## src/rtl/brcond_pkg.sv

```systemverilog
package brcond_pkg;
  localparam int COND_W = 5;

  typedef struct packed {
    logic zero;
    logic neg;
    logic carry;
    logic ovf;
    logic exact;
  } statusT;

  typedef struct packed {
    logic [1:0] mode;
    logic       sel;
    logic       mask1;
    logic       mask0;
  } condT;

  // strobes from the control decoder to the datapath
  typedef struct packed {
    logic loadFlags;
    logic modeAnd;
    logic modeInv;
    logic modeCmp;
    logic pairSel;
    logic gateFirst;
    logic gateSecond;
  } ctrlT;
endpackage

```

## src/rtl/brcond_ctrl.sv

```systemverilog
module brcond_ctrl
  import brcond_pkg::*;
(
  input  logic flagsValid,
  input  condT cond,
  output ctrlT strobes
);
  always_comb begin
    strobes.loadFlags  = flagsValid;
    strobes.modeAnd    = (cond.mode == 2'b01);
    strobes.modeInv    = (cond.mode == 2'b10);
    strobes.modeCmp    = (cond.mode == 2'b11);
    strobes.pairSel    = cond.sel;
    strobes.gateFirst  = cond.mask1;
    strobes.gateSecond = cond.mask0;
  end
endmodule

```

## src/rtl/brcond_datapath.sv

```systemverilog
module brcond_datapath
  import brcond_pkg::*;
(
  input  logic   clk,
  input  logic   rst_n,
  input  statusT aluStatus,
  input  ctrlT   strobes,
  output statusT heldFlags,
  output logic   takeBranch
);
  statusT flagReg;

  always_ff @(posedge clk) begin
    if (!rst_n)                 flagReg <= '0;
    else if (strobes.loadFlags) flagReg <= aluStatus;
  end

  assign heldFlags = flagReg;

  logic firstStat, secondStat, firstEff, secondEff, maskAny;
  logic andHit, specialHit, cmpSigned, cmpUnsigned, cmpExact, cmpHit, zeExact;

  always_comb begin
    firstStat  = strobes.pairSel ? flagReg.carry : flagReg.neg;
    secondStat = strobes.pairSel ? flagReg.zero  : flagReg.ovf;
    firstEff   = firstStat  ^ strobes.modeInv;
    secondEff  = secondStat ^ strobes.modeInv;
    maskAny    = strobes.gateFirst | strobes.gateSecond;
    andHit     = (strobes.modeAnd | strobes.modeInv) & maskAny
               & (~strobes.gateFirst  | firstEff)
               & (~strobes.gateSecond | secondEff);
    zeExact    = flagReg.zero & flagReg.exact;
    specialHit = strobes.modeAnd & ~maskAny & (strobes.pairSel ? ~zeExact : zeExact);
    cmpSigned  = ((flagReg.neg ^ flagReg.ovf) | (flagReg.zero & strobes.gateSecond))
                 != strobes.gateFirst;
    cmpUnsigned = (flagReg.carry & ~flagReg.zero) != strobes.gateSecond;
    cmpExact    = flagReg.exact != strobes.gateSecond;
    cmpHit     = strobes.modeCmp &
                 (strobes.pairSel ? (strobes.gateFirst ? cmpExact : cmpUnsigned) : cmpSigned);
    takeBranch = andHit | specialHit | cmpHit;
  end

  a_r1_reset_clear: assert property (@(posedge clk) disable iff (!rst_n)
    $rose(rst_n) |-> (flagReg == '0));
  a_r2_hold: assert property (@(posedge clk) disable iff (!rst_n)
    !strobes.loadFlags |=> $stable(flagReg));
  a_r2_load: assert property (@(posedge clk) disable iff (!rst_n)
    strobes.loadFlags |=> (flagReg == $past(aluStatus)));
  a_r12_mode0_idle: assert property (@(posedge clk) disable iff (!rst_n)
    !(strobes.modeAnd | strobes.modeInv | strobes.modeCmp) |-> !takeBranch);
  a_r8_inv_unmasked: assert property (@(posedge clk) disable iff (!rst_n)
    (strobes.modeInv && !strobes.gateFirst && !strobes.gateSecond) |-> !takeBranch);
endmodule

```

## src/rtl/brcond_eval.sv

```systemverilog
module brcond_eval
  import brcond_pkg::*;
#(
  parameter int TARGET_W = 10
) (
  input  logic                clk,
  input  logic                rst_n,
  input  logic                flagsValid,
  input  logic                aluZero,
  input  logic                aluNeg,
  input  logic                aluCarry,
  input  logic                aluOvf,
  input  logic                aluExact,
  input  logic [COND_W-1:0]   condField,
  input  logic [TARGET_W-1:0] targetIn,
  output logic                takeBranch,
  output logic [TARGET_W-1:0] targetOut
);
  condT   cond;
  statusT aluStatus;
  statusT heldFlags;
  ctrlT   strobes;

  assign cond      = condT'(condField);
  assign aluStatus = '{zero: aluZero, neg: aluNeg, carry: aluCarry, ovf: aluOvf, exact: aluExact};
  assign targetOut = targetIn;

  brcond_ctrl u_ctrl (
    .flagsValid (flagsValid),
    .cond       (cond),
    .strobes    (strobes)
  );

  brcond_datapath u_dp (
    .clk        (clk),
    .rst_n      (rst_n),
    .aluStatus  (aluStatus),
    .strobes    (strobes),
    .heldFlags  (heldFlags),
    .takeBranch (takeBranch)
  );

  a_r11_exact_cmp: assert property (@(posedge clk) disable iff (!rst_n)
    (cond.mode == 2'b11 && cond.sel && cond.mask1) |-> (takeBranch == (heldFlags.exact != cond.mask0)));
  a_r10_unsigned_cmp: assert property (@(posedge clk) disable iff (!rst_n)
    (cond.mode == 2'b11 && cond.sel && !cond.mask1)
      |-> (takeBranch == ((heldFlags.carry & ~heldFlags.zero) != cond.mask0)));
endmodule

```

## config.mk

```make
export PLATFORM = sky130hd
export DESIGN_NAME = brcond_eval
export DESIGN_NICKNAME = d
export VERILOG_FILES = /design/src/rtl/brcond_pkg.sv /design/src/rtl/brcond_ctrl.sv /design/src/rtl/brcond_datapath.sv /design/src/rtl/brcond_eval.sv
export SDC_FILE = /design/constraint.sdc
export NUM_CORES = 1
export LEC_CHECK = 0
export BUFFER_PORTS_ARGS = -buffer_cell sky130_fd_sc_hd__buf_4
export CAP_MARGIN = 0
export CORE_AREA = 3 3 40 42
export CTS_CLUSTER_SIZE = 28
export DETAILED_ROUTE_END_ITERATION = 10
export DIE_AREA = 0 0 43 45
export GPL_ROUTABILITY_DRIVEN = 0
export PLACE_DENSITY = 0.78
export RECOVER_POWER = 25
export SLEW_MARGIN = 20
export SYNTH_ARGS = -nofsm -noshare
export SYNTH_HDL_FRONTEND = slang
export SYNTH_SLANG_ARGS = --single-unit
```

## constraint.sdc

```tcl
create_clock -name clk -period 2.1 [get_ports clk]
set_clock_uncertainty 0.15 [all_clocks]
set_input_delay 0.21 -clock clk [delete_from_list [all_inputs] [get_ports clk]]
set_output_delay 0.21 -clock clk [all_outputs]
set_load 0.005 [all_outputs]
```

Yosys cells after proc, flatten, opt, wreduce, memory -nomap -nowiden
Index checks and enable logic that the tools add are counted.

Bitwise gates (word level): 24. Divide/modulo/power cells: 0. $mul: 0. $add $sub $neg: 0. Reductions and logical operators: 0. Multiplexer cells: 5. Magnitude comparators: 0. Shifts and indexed selects: 0. Eq/ne operators: 6.

Operators with widths (count): $and 1x1->1 (9); $or 1x1->1 (7); $mux 1 (5); $not 1->1 (5); $eq 2x2->1 const B (2); $ne 1x1->1 (3); $xor 1x1->1 (3); $eq 2x1->1 const B (1).

Memories kept: 0. Latch bits: 0. ROM bits: 0. Word-level logic and storage cells: 40. Memory bits (writable): 0. Bits in registers: 5.

Longest topological paths before layout
Gate-level depths: netlist of the first run.

Depth in word-level cells: 7. Mapped depth: 6.

Cells and area by module
A second synthesis of the first run with hierarchy kept.

Cell total of the unflattened synthesis: 57. Area total of the unflattened synthesis: 480.5 sq um.

By module, submodules not included: brcond_datapath (area an instance 352.8 sq um, times used 1, cells each 40); brcond_eval (area an instance 75.1 sq um, times used 1, cells each 10); brcond_ctrl (area an instance 52.6 sq um, times used 1, cells each 7).

Least setup slack after synthesis of the first run
No wires, ideal clock.

Path kind: reg-to-output. From: reg u_dp.flagReg, in the netlist u_dp.heldFlags[4]. To: out takeBranch. Arrival time: 1229 ps. Slack: 511 ps. Data required time: 1740 ps. Path buffers: 0. Cell stages (with the launch flop): 5. Path through: dfxtp_1 or3b_1 nand3_1 nand3_1 a311o_1.

Longest elaborated chain between the ends: 7. Elaborated cells on any way between the ends: 19. Classes of those cells: 2 x eq/ne; 4 x mux; 13 x bitwise.

RTL lines: start, declared (RTL line brcond_datapath.sv:11) `statusT flagReg;`; start signal, assigned (RTL line brcond_datapath.sv:15) `else if (strobes.loadFlags) flagReg <= aluStatus;`; $not 1->1 (RTL line brcond_datapath.sv:36) `cmpUnsigned = (flagReg.carry & ~flagReg.zero) != strobes.gateSecond;`; $and 1x1->1 (RTL line brcond_datapath.sv:36); $ne 1x1->1 (RTL line brcond_datapath.sv:36); $mux 1 (2 in series) (RTL line brcond_datapath.sv:39) `(strobes.pairSel ? (strobes.gateFirst ? cmpExact : cmpUnsigned) : cmpSigned);`; $and 1x1->1 (RTL line brcond_datapath.sv:38) `cmpHit = strobes.modeCmp &`; $or 1x1->1 (*) (RTL line brcond_datapath.sv:40) `takeBranch = andHit | specialHit | cmpHit;`; end, declared (RTL line brcond_eval.sv:16) `output logic takeBranch,`.

Mark *: on every way between the ends. The rest lies on a longest branch, timed or not.

Worst setup path in the final report of the first run
Same ends and word-level chain as after synthesis.

==> impl_metrics.csv, run 1 <==
group,metric,value,unit
worst_setup_path,r2r_start,"u_dp.heldFlags[4]",
synth,syn_inst,54,
worst_setup_path,rr_worst_depth,2,
route,drt-pass1-iter-count,2,
power_and_ir_drop,cellPowerDensity,539,nW/um^2
floorplanning,io_pins,34,
timing,setup_violations,0,
synth,syn-cell-area,492,um^2
synth,synth_top_area_cell,"dfxtp_1",
synth,synthAdderAreaFrac,7.63,%
global_routing,grt_pass1_vias,356,
worst_setup_path,crit_type,"reg2out",
synth,ys_seq_elements,5,
timing,period_share,95.0,%
clock_tree,cts_tree,"yes",
floorplanning,start_util,38.3,%
clock_tree,clock_latency,0.25,ns
clock_tree,cts_setup_buffers,0,
synth,synth_common_cells,"10 x buf_4, 8 x mux2i_1, 5 x dfxtp_1, 5 x nor2b_1",
synth,synth_top_flop_cell,"dfxtp_1",
route,wirelength,885,um
timing,relSlewSlack,82.9,%
cells_and_area,nNetsFinal,86,
place,placedInstanceArea,518,um^2
synth,synth_top_family_by_area,"multiplexers",
synth,synth_area_per_cell,9.11,um^2
clock_tree,cts_buffer_depth,2,
route,wl_per_cell,12.0,um
timing,holdWs,0.0535,ns
floorplanning,fp.dieH,45,um
cells_and_area,multi_input_area,294,um^2
worst_setup_path,end_kind,"output port",
synth,synthArstFlopShare,0,%
global_routing,grt_pass1_wl,1.48,mm
cells_and_area,drive_gt1_share,33.9,%
route,drc,0,
synth,syn_nets,80,
min_path,hold_path_class,"in2reg",
global_routing,antenna_found_initial,0,
synth,synth_edf_count,0,
clock_tree,clock-root-buffer,"clkbuf_4",
worst_setup_path,worstPathArrival,1.64,ns
worst_setup_path,crit_end,"takeBranch",
cells_and_area,syn_to_final_growth,10.9,%
outcome,status,"complete, no violations",
floorplanning,core_region_area,1280,um^2
synth,ys_seq_area_share,20.4,%
global_routing,grt-ovfl-total,0,
worst_setup_path,cp-start-kind,"flip-flop",
timing,timing.final.hold_violations,0,
timing,rsz0062_at_grt,"false",
route,dr.first_iter.drc_count,2,
floorplanning,die_x,43,um
synth,synth_compound_area_share,7.63,%
timing,fin_tns_setup,0,ns
synth,synth_most_common_cell,"buf_4",
worst_setup_path,path_cells,"or3b_1 > nand3_1 > nand3_1 > a311o_1 > buf_4",
cells_and_area,seq_area,101,um^2
clock_tree,cts-resized-gates,0,
timing,fin_ws,0.104,ns
cells_and_area,num_antenna_cells,0,
worst_setup_path,worstPathMaxFanout,5,
cells_and_area,fin_area,546,um^2
clock_tree,cts-htree-levels,1,
synth,ys_top_cells_by_area,"dfxtp_1 20%, mux2i_1 16%, buf_4 15%",
global_routing,grt_start_max_net_pins,7,
clock_tree,cts_sinks,5,
clock_tree,clkSlewWorstSetupHoldPaths,0.05,ns
floorplanning,fp.dieArea,1940,um^2
floorplanning,rows,13,
worst_setup_path,cp_common_cell,"nand3_1",
timing,max_freq,501,MHz
worst_setup_path,crit_start,"u_dp.heldFlags[4]",
route,postRouteAntennaNets,0,
global_routing,track_usage,10.4,%
power_and_ir_drop,leakage,0.266,nW
clock_tree,cts_inserted_buffers,3,
cells_and_area,largest_reg_flops,5,
synth,ys_warn_count,0,
worst_setup_path,cp_slowest_stage_delay,0.40,ns
place,pre_cts_ws,0.328,ns
cells_and_area,fillers,138,
power_and_ir_drop,power,294,uW
worst_setup_path,rr_endpoint,"u_dp.heldFlags[4]",
timing,period_needed,2.00,ns
clock_tree,holdBufCountCts,0,
worst_setup_path,slowest_stage,"or3b_1",
worst_setup_path,rrSetupSlack,1.28,ns
route,num_vias,365,
power_and_ir_drop,irDropWorstVdd,0.000361,V
worst_setup_path,worst_ep_required_time,1.74,ns
job,maxCapViolCount,0,
timing,worst_pin_slew,0.255,ns
synth,synth_top_cell_area_share,20.4,%
synth,yosys.area_share.simple,18.3,%
place,portBuffers,13,
synth,synth_xor_xnor_area_share,5.34,%
synth,synth_cell_types,22,
synth,muxShareOfSynthArea,20.9,%
route,routed_via_density,4.93,
timing,drv_slew,0,
## kinds of logic after synthesis
kind of cell,after synthesis
multiplexers,9
flip-flops,5
AO/OA/AOI/OAI,4
AND/OR/NAND/NOR,16
XOR/XNOR,3
buffers and inverters,14
adder cells (fa/ha/maj),3
## where the power goes
part | internal (mW) | total (mW) | switching (mW)
sequential | 0.101 | 0.107 | 0.00611
clock | 0.0720 | 0.114 | 0.0417
combinational | 0.0438 | 0.0732 | 0.0293
## placed cells by master (no fill, tap or decap), types with 2 or more instances in the layout
cell       n
dfxtp_1    4
nand3_1    2
clkbuf_4   3
nand2_1    3
buf_4     13
xor2_1     2
mux2i_1    8
ha_1       3
nor2b_1    5
inv_1      2
nor2_1     2
## worst max-delay path: cells and delay by family (launching register included)
family                 cells  cell delay (ns)
AND/OR/NAND/NOR            3             0.57
AO/OA/AOI/OAI              1             0.35
flip-flops                 1             0.34
buffers and inverters      1             0.13
## stage by stage
| step | cells | util, % |
|---|---|---|
| floorplan | 54 | - |
| global placement | 70 | 40.3 |
| detailed placement | 70 | 40.3 |
| CTS | 74 | 42.4 |
| global route | 74 | 42.5 |
| finish | 74 | 42.5 |
## per-layer routing
layer	track usage (%)	wire length (um)	vias up	part of all wire (%)
met1	11.1	346	163	39
met3	5.98	101	7	11
li1	-	-	180	-
met5	0	0	-	0
met2	16.8	421	15	48
met4	4.82	15	0	1.7
## how the worst min path moves through the flow
stage,from,endpoint,slack (ns),cells after the start
2_1_floorplan,rst_n,u_dp.heldFlags[0],0.19,1
3_3_place_gp,targetIn[8],targetOut[8],0.27,0
3_5_place_dp,targetIn[8],targetOut[8],0.27,0
4_1_cts,rst_n,u_dp.heldFlags[1],0.05,2
5_1_grt,rst_n,u_dp.heldFlags[2],0.06,2
6_report,rst_n,u_dp.heldFlags[3],0.05,2
## cell type report
cell class | count | share of cell area (%)
Multi-Input combinational cell | 35 | 53.9
Sequential cell | 5 | 18.6
Timing Repair Buffer | 13 | 17.9
Clock buffer | 4 | 4.82
Tap cell | 15 | 3.44
Inverter | 2 | 1.38
No activity file was read; power rests on OpenSTA's default activity.
==> inputs of run 2 (changes only) <==
- PLACE_DENSITY: 0.78 -> 0.77
- SYNTH_HIERARCHICAL: default -> 1
==> run 2 against run 1 <==
  * Fmax increased by 7.7%
  * Global-route usage increased by 0.26 points
  * Largest power group unchanged
  * Clock power barely moved
  * Sequential share of layout area up 1.3 points
  * Critical path type unchanged
  * Via count rose by 1.1%
  * Total power down 2.0%
==> impl_metrics.csv, run 2 <==
group,metric,value,unit
route,drc,0,
timing,worst_pin_slew,0.247,ns
worst_setup_path,end_kind,"output port",
synth,synthArstFlopShare,0,%
power_and_ir_drop,switching_power,74.8,uW
floorplanning,rows,13,
route,num_vias,369,
global_routing,grt_pass1_wl,1.47,mm
cells_and_area,most-common-layout-cells,"13 x buf_4, 8 x mux2i_1, 6 x nor2b_1, 4 x dfxtp_1, 3 x clkbuf_4",
worst_setup_path,rr_endpoint,"u_dp/heldFlags[3]",
place,placedInstanceArea,483,um^2
worst_setup_path,worst_ep_required_time,1.74,ns
synth,syn-cell-area,480,um^2
synth,ys_warn_count,6,
power_and_ir_drop,irDropWorstVdd,0.000270,V
timing,relSlewSlack,83.1,%
global_routing,grt_start_max_net_pins,8,
floorplanning,start_util,37.4,%
timing,period_share,88.3,%
worst_setup_path,worstPathArrival,1.49,ns
timing,timing.final.hold_violations,0,
power_and_ir_drop,cellPowerDensity,565,nW/um^2
min_path,min_from,"rst_n",
cells_and_area,multi_input_area,263,um^2
clock_tree,clock_latency,0.24,ns
timing,fin_tns_setup,0,ns
clock_tree,cts-htree-levels,1,
cells_and_area,fillers,138,
timing,drv_slew,0,
synth,syn_nets,80,
cells_and_area,drive_gt1_share,34.5,%
clock_tree,clkSlewWorstSetupHoldPaths,0.04,ns
cells_and_area,largest_reg_flops,5,
synth,synth_edf_count,0,
outcome,status,"complete, no violations",
worst_setup_path,r2r_start,"u_dp/heldFlags[3]",
power_and_ir_drop,power_frac_clock,39.2,%
timing,max_freq,540,MHz
job,maxCapViolCount,0,
cells_and_area,num_antenna_cells,0,
clock_tree,clock-root-buffer,"clkbuf_4",
min_path,holdPathStages,2,
clock_tree,cts_tree,"yes",
timing,setup_violations,0,
synth,synth_top_area_cell,"buf_4",
route,routed_via_density,5.05,
synth,synth_top_cell_area_share,21.9,%
cells_and_area,fin_area,510,um^2
worst_setup_path,rrSetupSlack,1.32,ns
floorplanning,fp.dieArea,1940,um^2
power_and_ir_drop,power_frac_comb,23.8,%
synth,ys_seq_area_share,20.8,%
timing,period_needed,1.85,ns
synth,synth_common_cells,"14 x buf_4, 8 x mux2i_1, 6 x nor2b_1",
cells_and_area,seq_area,101,um^2
worst_setup_path,worstPathMaxFanout,6,
clock_tree,cts_inserted_buffers,3,
worst_setup_path,rr_worst_depth,2,
timing,rsz0062_at_grt,"false",
cells_and_area,nNetsFinal,82,
worst_setup_path,cp-start-kind,"flip-flop",
route,drt-pass1-iter-count,2,
synth,synth_cell_types,24,
clock_tree,cts_setup_buffers,0,
clock_tree,cts_buffer_depth,2,
cells_and_area,final_common_cell,"buf_4",
global_routing,grt-ovfl-total,0,
floorplanning,die_x,43,um
cells_and_area,syn_to_final_growth,6.25,%
min_path,hold_path_class,"in2reg",
route,wl_per_cell,11.5,um
floorplanning,core_region_area,1280,um^2
worst_setup_path,crit_type,"reg2out",
floorplanning,io_pins,34,
global_routing,grt_pass1_vias,358,
place,portBuffers,13,
synth,synth_area_per_cell,8.43,um^2
power_and_ir_drop,leakage,0.237,nW
global_routing,antenna_found_initial,0,
min_path,hold_end,"u_dp/heldFlags[1]",
synth,synth_top_flop_cell,"dfxtp_1",
synth,ys_top_cells_by_area,"buf_4 22%, dfxtp_1 21%, mux2i_1 17%",
clock_tree,cts_sinks,5,
clock_tree,holdBufCountCts,0,
route,dr.first_iter.drc_count,3,
synth,ys_seq_elements,5,
place,dp_hpwl,677,um
route,postRouteAntennaNets,0,
route,wirelength,837,um
power_and_ir_drop,sw_frac_of_total,26.0,%
power_and_ir_drop,p_int,213,uW
synth,synth_most_common_cell,"buf_4",
global_routing,track_usage,10.7,%
floorplanning,fp.dieH,45,um
power_and_ir_drop,sequentialPowerShare,37.0,%
synth,syn_inst,57,
## run 2: cells by family after synthesis
kind of cell	synth area share (%)
AOI/OAI and AO/OA	11.5
xor gates and xnor gates	5.47
buffers and inverters	24.5
DFF	20.8
muxes	16.7
and+or+nand+nor	21.1
## run 2: through the flow
step           util, %  hold slack [ns]  instances  total power [mW]  setup slack, ns
4_1_cts           39.6           0.0612         73             0.293            0.183
3_5_place_dp      37.6            0.270         69             0.177            0.391
5_1_grt           39.7           0.0788         73             0.304           0.0891
6_report          39.7           0.0638         73             0.288            0.247
3_3_place_gp      37.6            0.270         69             0.175            0.406
2_1_floorplan        -            0.188         57             0.170            0.642
## run 2: how the worst max path moves through the flow
stage	from	depth (start not counted)	slack, ns	endpoint
after detailed placement	condField[3]	8	0.39	takeBranch
after global placement	condField[4]	7	0.41	takeBranch
after global routing	u_dp/heldFlags[4]	6	0.09	takeBranch
final	u_dp/heldFlags[4]	6	0.25	takeBranch
after CTS	u_dp/heldFlags[4]	6	0.18	takeBranch
after floorplan	condField[2]	6	0.64	takeBranch
## run 2: repair_timing
item                       CTS  global route
hold endpoints to repair     0             0
setup endpoints to repair    0             1
gates resized for setup      0             1
## run 2: area by class of cell
| type | instances | area share (%) |
|---|---|---|
| Sequential cell | 5 | 19.9 |
| Clock buffer | 4 | 5.15 |
| Tap cell | 15 | 3.68 |
| Inverter | 1 | 0.735 |
| Timing Repair Buffer | 13 | 19.1 |
| Multi-Input combinational cell | 35 | 51.5 |
## run 2: power by group through the flow
stage	Combinational (mW)	Clock, mW	Sequential (mW)
2_1_floorplan	0.0634	0	0.107
3_3_place_gp	0.0669	0	0.108
3_5_place_dp	0.0689	0	0.108
4_1_cts	0.0696	0.117	0.106
5_1_grt	0.0780	0.118	0.108
6_report	0.0687	0.113	0.107
## run 2: metal layers
metal	wire length, um	GRT usage [%]	vias to the layer above
met3	58	1.20	6
met1	323	11.1	163
li1	-	-	186
met5	0	0	-
met4	40	11.4	0
met2	414	18.0	14
## run 2: critical path: stages (launching register included)
cell	delay, ns
dfxtp_2	0.36
nand2_1	0.08
and3_1	0.18
o31ai_1	0.25
a32oi_1	0.09
a21o_1	0.16
buf_4	0.13
